### src/rtl/pwr_rst_ctrl.sv
module pwr_rst_ctrl #(
  parameter int          MC_CLKS = 12,
  parameter int          QUAL_MC = 2,
  parameter logic [7:0]  SP_RST  = 8'h07
) (
  input  logic       clk,
  input  logic       rst_pin,
  input  logic       pcon_wr,
  input  logic [1:0] pcon_wdata,
  input  logic       irq_pending,
  output logic       core_rst,
  output logic       core_clk_en,
  output logic       osc_en,
  output logic       wake_pulse,
  output logic [1:0] mode_state,
  output logic       port_hi_force,
  output logic [7:0] sp_init,
  output logic       sbuf_clr
);
  localparam int QUAL = MC_CLKS * QUAL_MC;
  localparam int CW   = $clog2(QUAL + 1);

  logic          sync1, sync2;
  logic [CW-1:0] hi_cnt;
  logic          idle_q, pd_q, wake_q;

  always_ff @(posedge clk) begin
    sync1 <= rst_pin;
    sync2 <= sync1;
  end

  always_ff @(posedge clk) begin
    if (!sync2)
      hi_cnt <= '0;
    else if (hi_cnt != CW'(QUAL))
      hi_cnt <= hi_cnt + CW'(1);
  end

  assign core_rst = (hi_cnt == CW'(QUAL));

  always_ff @(posedge clk) begin
    wake_q <= 1'b0;
    if (core_rst) begin
      idle_q <= 1'b0;
      pd_q   <= 1'b0;
    end else if (pd_q) begin
      pd_q   <= 1'b1;
    end else if (idle_q) begin
      if (irq_pending) begin
        idle_q <= 1'b0;
        wake_q <= 1'b1;
      end
    end else if (pcon_wr) begin
      pd_q   <= pcon_wdata[1];
      idle_q <= pcon_wdata[0] & ~pcon_wdata[1];
    end
  end

  assign core_clk_en   = ~idle_q & ~pd_q;
  assign osc_en        = ~pd_q;
  assign wake_pulse    = wake_q;
  assign mode_state    = {pd_q, idle_q};
  assign port_hi_force = core_rst;
  assign sp_init       = SP_RST;
  assign sbuf_clr      = 1'b0;

  assert_low_sample_blocks_R1: assert property (@(posedge clk)
    !sync2 |=> !core_rst);
  assert_rst_clears_mode_R4: assert property (@(posedge clk)
    core_rst |=> (mode_state == 2'b00));
  assert_idle_wakes_R6: assert property (@(posedge clk) disable iff (core_rst)
    (idle_q && irq_pending) |=> (!idle_q && wake_pulse));
  assert_wake_single_R6: assert property (@(posedge clk)
    wake_pulse |=> !wake_pulse);
  assert_pd_sticky_R7: assert property (@(posedge clk) disable iff (core_rst)
    pd_q |=> pd_q);
  assert_pd_over_idle_R8: assert property (@(posedge clk)
    $onehot0(mode_state));
  assert_idle_ignores_wr_R9: assert property (@(posedge clk) disable iff (core_rst)
    (idle_q && !irq_pending) |=> (idle_q && !pd_q));
endmodule

### config.mk
export PLATFORM = sky130hd
export DESIGN_NAME = pwr_rst_ctrl
export DESIGN_NICKNAME = d
export VERILOG_FILES = /design/src/rtl/pwr_rst_ctrl.sv
export SDC_FILE = /design/constraint.sdc
export NUM_CORES = 1
export LEC_CHECK = 0
export BUFFER_PORTS_ARGS = -buffer_cell sky130_fd_sc_hd__buf_4
export CAP_MARGIN = 40
export CORE_UTILIZATION = 35
export DETAILED_ROUTE_END_ITERATION = 16
export GPL_ROUTABILITY_DRIVEN = 0
export PLACE_DENSITY = 0.74
export SETUP_SLACK_MARGIN = 0.15
export SLEW_MARGIN = 20
export SYNTH_ARGS = -nofsm -noshare
export SYNTH_HDL_FRONTEND = slang
export SYNTH_SLANG_ARGS = --single-unit
### constraint.sdc
create_clock -name clk -period 2.5 [get_ports clk]
set_input_delay 0.5 -clock clk [delete_from_list [all_inputs] [get_ports clk]]
set_output_delay 0.5 -clock clk [all_outputs]
set_load 0.05 [all_outputs]
* Word-level counts from Yosys, hierarchy flattened
Index checks and enable logic that the tools add are counted.
** Cells by class
- Add/sub/neg operators :: 1
- Equal/unequal tests :: 2
- Mux-type cells :: 7
- Reductions and logical operators :: 1
- Bitwise logic cells :: 5
** Operator list (number)
- 2-to-1 mux 1 bit :: 7
- adder 5 x 1 -> 5 bit, second input constant :: 1
- equality test 5 bit, second input constant :: 1
- inequality test 5 bit, second input constant :: 1
- inverter 1 bit :: 3
- OR reduction 3 bit :: 1
- AND 1 bit :: 2
** Storage, ports and cells
- Logic and storage cells :: 22
- Output and inout port bits :: 16
- Input bits :: 6
- Bits in registers :: 10

* Depth between registers and ports, before layout
- Depth in word-level cells :: 4
- Gate-level depth with buffers :: 5
- Depth with buffers taken out :: 5

* Least setup slack after synthesis
OpenSTA, ideal clock, no wires.
- Kind :: flip-flop to output port
- Start :: register hi_cnt[0]
- End :: output port_hi_force
- Slack :: 0.912 ns
- Required time :: 2.000 ns
- Buffers on the path :: 1
- Stages on the path, launching flop included :: 6
- Data arrival time :: 1.088 ns
- Cells stage by stage :: dfxtp_1 > inv_1 > ha_1 > nand4b_4 > inv_4 > buf_4
** Between the ends
- Word-level cells in the longest chain between the ends :: 1
** RTL lines
- start, declared :: RTL line 24 : logic [CW-1:0] hi_cnt;
- start signal, assigned :: RTL line 36 : hi_cnt <= hi_cnt + CW'(1);
- equality test 5 bit :: RTL line 39 : assign core_rst = (hi_cnt == CW'(QUAL));
- end, declared :: RTL line 16 : output logic port_hi_force,
No other way between the ends.

* Worst setup path in the final report
- Start :: register hi_cnt[0]
- End :: output core_rst
** Between the ends
- Word-level cells in the longest chain between the ends :: 1
** RTL lines
- equality test 5 bit :: RTL line 39
- end, declared :: RTL line 11 : output logic core_rst,
No other way between the ends.

==> impl_metrics.json <==
{
  "cts-root-to-sink-buffers": 2,
  "drcViolationCount": 0,
  "final-hold-violation-count": 0,
  "numCtsBuffers": 3,
  "portBuffers": 12,
  "setup.worst_path.end_class": "output port",
  "initial_utilization_pct": 38.6,
  "vdd_ir_drop_max_uv": 246,
  "post_route_cells_drive_above_1_share_pct": 26.6,
  "postCtsHoldBufs": 0,
  "timing.fmax_mhz": 555,
  "final_period_minus_worst_setup_slack_ns": 1.80,
  "drt_first_pass_iters": 2,
  "power_density_nw_per_um2": 580,
  "p_sw_w": 0.0000996,
  "synth.top_cell.area_share_pct": 38.9,
  "worstPathMaxFanout": 6,
  "wirelength_um": 707,
  "route.detailed.vias_per_inst": 4.08,
  "fraction_of_power_spent_switching_nets_pct": 29.5,
  "synth_cells": 54,
  "multi_input_comb_area_um2": 233,
  "clock_sinks": 10,
  "post-cts-setup-buffers": 0,
  "layout.filler_cells": 128,
  "rows": 13,
  "cts_repair_resize_count": 0,
  "cap_viol_max_count": 0,
  "io_pins": 22,
  "setup_total_negative_slack_ns": 0,
  "power.internal_w": 0.000238,
  "worst_setup_path_start_kind": "flop",
  "ant_nets": 0,
  "leakagePower_nw": 0.324,
  "required_ns": 2.00,
  "main_area_contributors_after_synthesis": "sky130_fd_sc_hd__dfxtp_1 39%, sky130_fd_sc_hd__buf_4 18%, sky130_fd_sc_hd__mux2i_1 7.8%, sky130_fd_sc_hd__ha_1 4.9%, sky130_fd_sc_hd__nand4b_4 4.6%",
  "placeableCoreArea_um2": 1330,
  "synthesis.area_per_instance_um2": 9.52,
  "hold_class": "flop to flop",
  "timing_worst_setup_path_type": "flop to output port",
  "final_nets": 74,
  "regArea_um2": 200,
  "clock-root-buffer": "sky130_fd_sc_hd__clkbuf_4",
  "count_of_routing_violations_after_the_opening_detailed_route_iteration": 4,
  "power_frac_seq_pct": 51.9,
  "fin_worst_skew_ns": 0.00702,
  "clock_tree.htree_level_count": 1,
  "post-synth-top-area-cell": "sky130_fd_sc_hd__dfxtp_1",
  "grt_start_max_net_pins": 10,
  "hpwl_um": 557,
  "slew_violations": 0,
  "post-layout-total-power_w": 0.000337,
  "unrepaired_setup_endpoints_after_global_routing": "false",
  "outcome": "finished clean",
  "floorplan.die_area_um2": 1630,
  "arrival_ns": 1.30,
  "yosysUniqueCellTypes": 18,
  "antenna_found_initial": 0,
  "signed_area_change_from_the_synthesized_netlist_to_the_final_layout_pct": 13.1,
  "mapped_area_um2": 514,
  "first_pass_grt_wire_length_um": 1180,
  "clock_latency_ns": 0.26,
  "yosys_warnings": 0,
  "final.period_utilization_pct": 72.1,
  "pwr-share-clk_pct": 30.8,
  "num_vias": 322,
  "cts_tree": "built",
  "grt_use_total_pct": 11.2,
  "synth_sequential_area_ratio_pct": 38.9,
  "first_global_vias": 284,
  "clk_transition_reported_paths_ns": 0.06,
  "post_drt_wl_per_cell_um": 8.95,
  "antenna_cells": 0,
  "postSynthRegisterBits": 10,
  "comb_power_share_pct": 17.3,
  "globalRoute.totalOverflow": 0,
  "die_x_um": 40.3,
  "die_height_um": 40.3,
  "setup_viol": 0
}
-- path summary, 6_finish.rpt --
path	endpoint	slack, ns	depth (start not counted)	from
max	core_rst	0.70	5	hi_cnt[0]
max reg2reg	hi_cnt[1]	1.41	5	hi_cnt[0]
min reg2reg	sync2	0.33	0	sync1
min	sync2	0.33	0	sync1
-- kinds of logic (layout without fill, tap and decap cells) --
group,after synthesis,after routing,synth area share (%)
simple gates,17,17,21.4
buf+inv,16,19,20.9
flops,10,10,38.9
mux,4,4,7.79
fa+ha+maj,2,2,4.87
other cells,2,9,1.46
compound gates,2,2,2.92
xor+xnor,1,1,1.70
-- flip-flops by register name, indices dropped and copies added (netlist names) --
signal and count:
hi_cnt 5, idle_q 1, sync2 1, pd_q 1, wake_pulse 1, sync1 1
-- layout by cell type (no fill, tap or decap), types with 2 or more instances in the layout --
master / count
sky130_fd_sc_hd__buf_4: 12
sky130_fd_sc_hd__clkbuf_4: 3
sky130_fd_sc_hd__conb_1: 9
sky130_fd_sc_hd__dfxtp_1: 10
sky130_fd_sc_hd__ha_1: 2
sky130_fd_sc_hd__inv_1: 3
sky130_fd_sc_hd__mux2i_1: 4
sky130_fd_sc_hd__nand2_1: 5
sky130_fd_sc_hd__nand2b_1: 3
sky130_fd_sc_hd__nand3_1: 2
sky130_fd_sc_hd__nand3b_1: 2
sky130_fd_sc_hd__nor2_1: 2
-- power groups by stage --
stage	clock [W]	sequential, W	combinational (W)
floorplan	0	0.000176	0.0000614
global route	0.000118	0.000176	0.0000639
global placement	0	0.000178	0.0000581
finish	0.000104	0.000175	0.0000585
detailed placement	0	0.000178	0.0000581
CTS	0.000108	0.000175	0.0000584
-- metrics by stage --
| stage | instances | setup WS [ns] | utilization, % | hold WS (ns) | instance area, um2 |
|---|---|---|---|---|---|
| 2_1_floorplan | 61 | 0.912 | - | 0.310 | 541 |
| 5_1_grt | 79 | 0.608 | 43.6 | 0.334 | 582 |
| 3_5_place_dp | 76 | 0.974 | 41.9 | 0.317 | 559 |
| 3_3_place_gp | 76 | 0.994 | 41.9 | 0.312 | 559 |
| 6_report | 79 | 0.697 | 43.6 | 0.327 | 582 |
| 4_1_cts | 79 | 0.689 | 43.6 | 0.331 | 582 |
-- synthesized netlist by cell type --
master                     count
sky130_fd_sc_hd__buf_4        12
sky130_fd_sc_hd__dfxtp_1      10
sky130_fd_sc_hd__nand2_1       5
sky130_fd_sc_hd__mux2i_1       4
sky130_fd_sc_hd__inv_1         3
sky130_fd_sc_hd__nand2b_1      3
sky130_fd_sc_hd__conb_1        2
sky130_fd_sc_hd__ha_1          2
sky130_fd_sc_hd__nand3_1       2
sky130_fd_sc_hd__nand3b_1      2
sky130_fd_sc_hd__nor2_1        2
sky130_fd_sc_hd__a21oi_1       1
sky130_fd_sc_hd__and3_1        1
sky130_fd_sc_hd__inv_4         1
sky130_fd_sc_hd__nand4b_4      1
sky130_fd_sc_hd__nor4bb_1      1
sky130_fd_sc_hd__o211a_1       1
sky130_fd_sc_hd__xor2_1        1
-- layer usage --
layer  GRT usage, %  vias up  routed length, um
met5              0        -                  0
met4           10.0        0                  0
met3           1.67        0                 48
met2           13.5       11                303
met1           16.4      137                355
li1               -      174                  -
-- critical path, stage by stage (launching register included) --
cell and delay (ns):
sky130_fd_sc_hd__dfxtp_1 0.34, sky130_fd_sc_hd__inv_1 0.07, sky130_fd_sc_hd__ha_1 0.19, sky130_fd_sc_hd__nand4b_4 0.14, sky130_fd_sc_hd__inv_4 0.11, sky130_fd_sc_hd__buf_4 0.20
-- cell type report --
| class | instances | share of cell area, % |
|---|---|---|
| multi-input cells | 35 | 40.0 |
| flip-flops and latches | 10 | 34.4 |
| repair buffers | 12 | 15.5 |
| clock buffers | 3 | 3.87 |
| well taps | 15 | 3.23 |
| inverters | 4 | 3.01 |
Note: power is estimated with default switching activity, not from simulation.
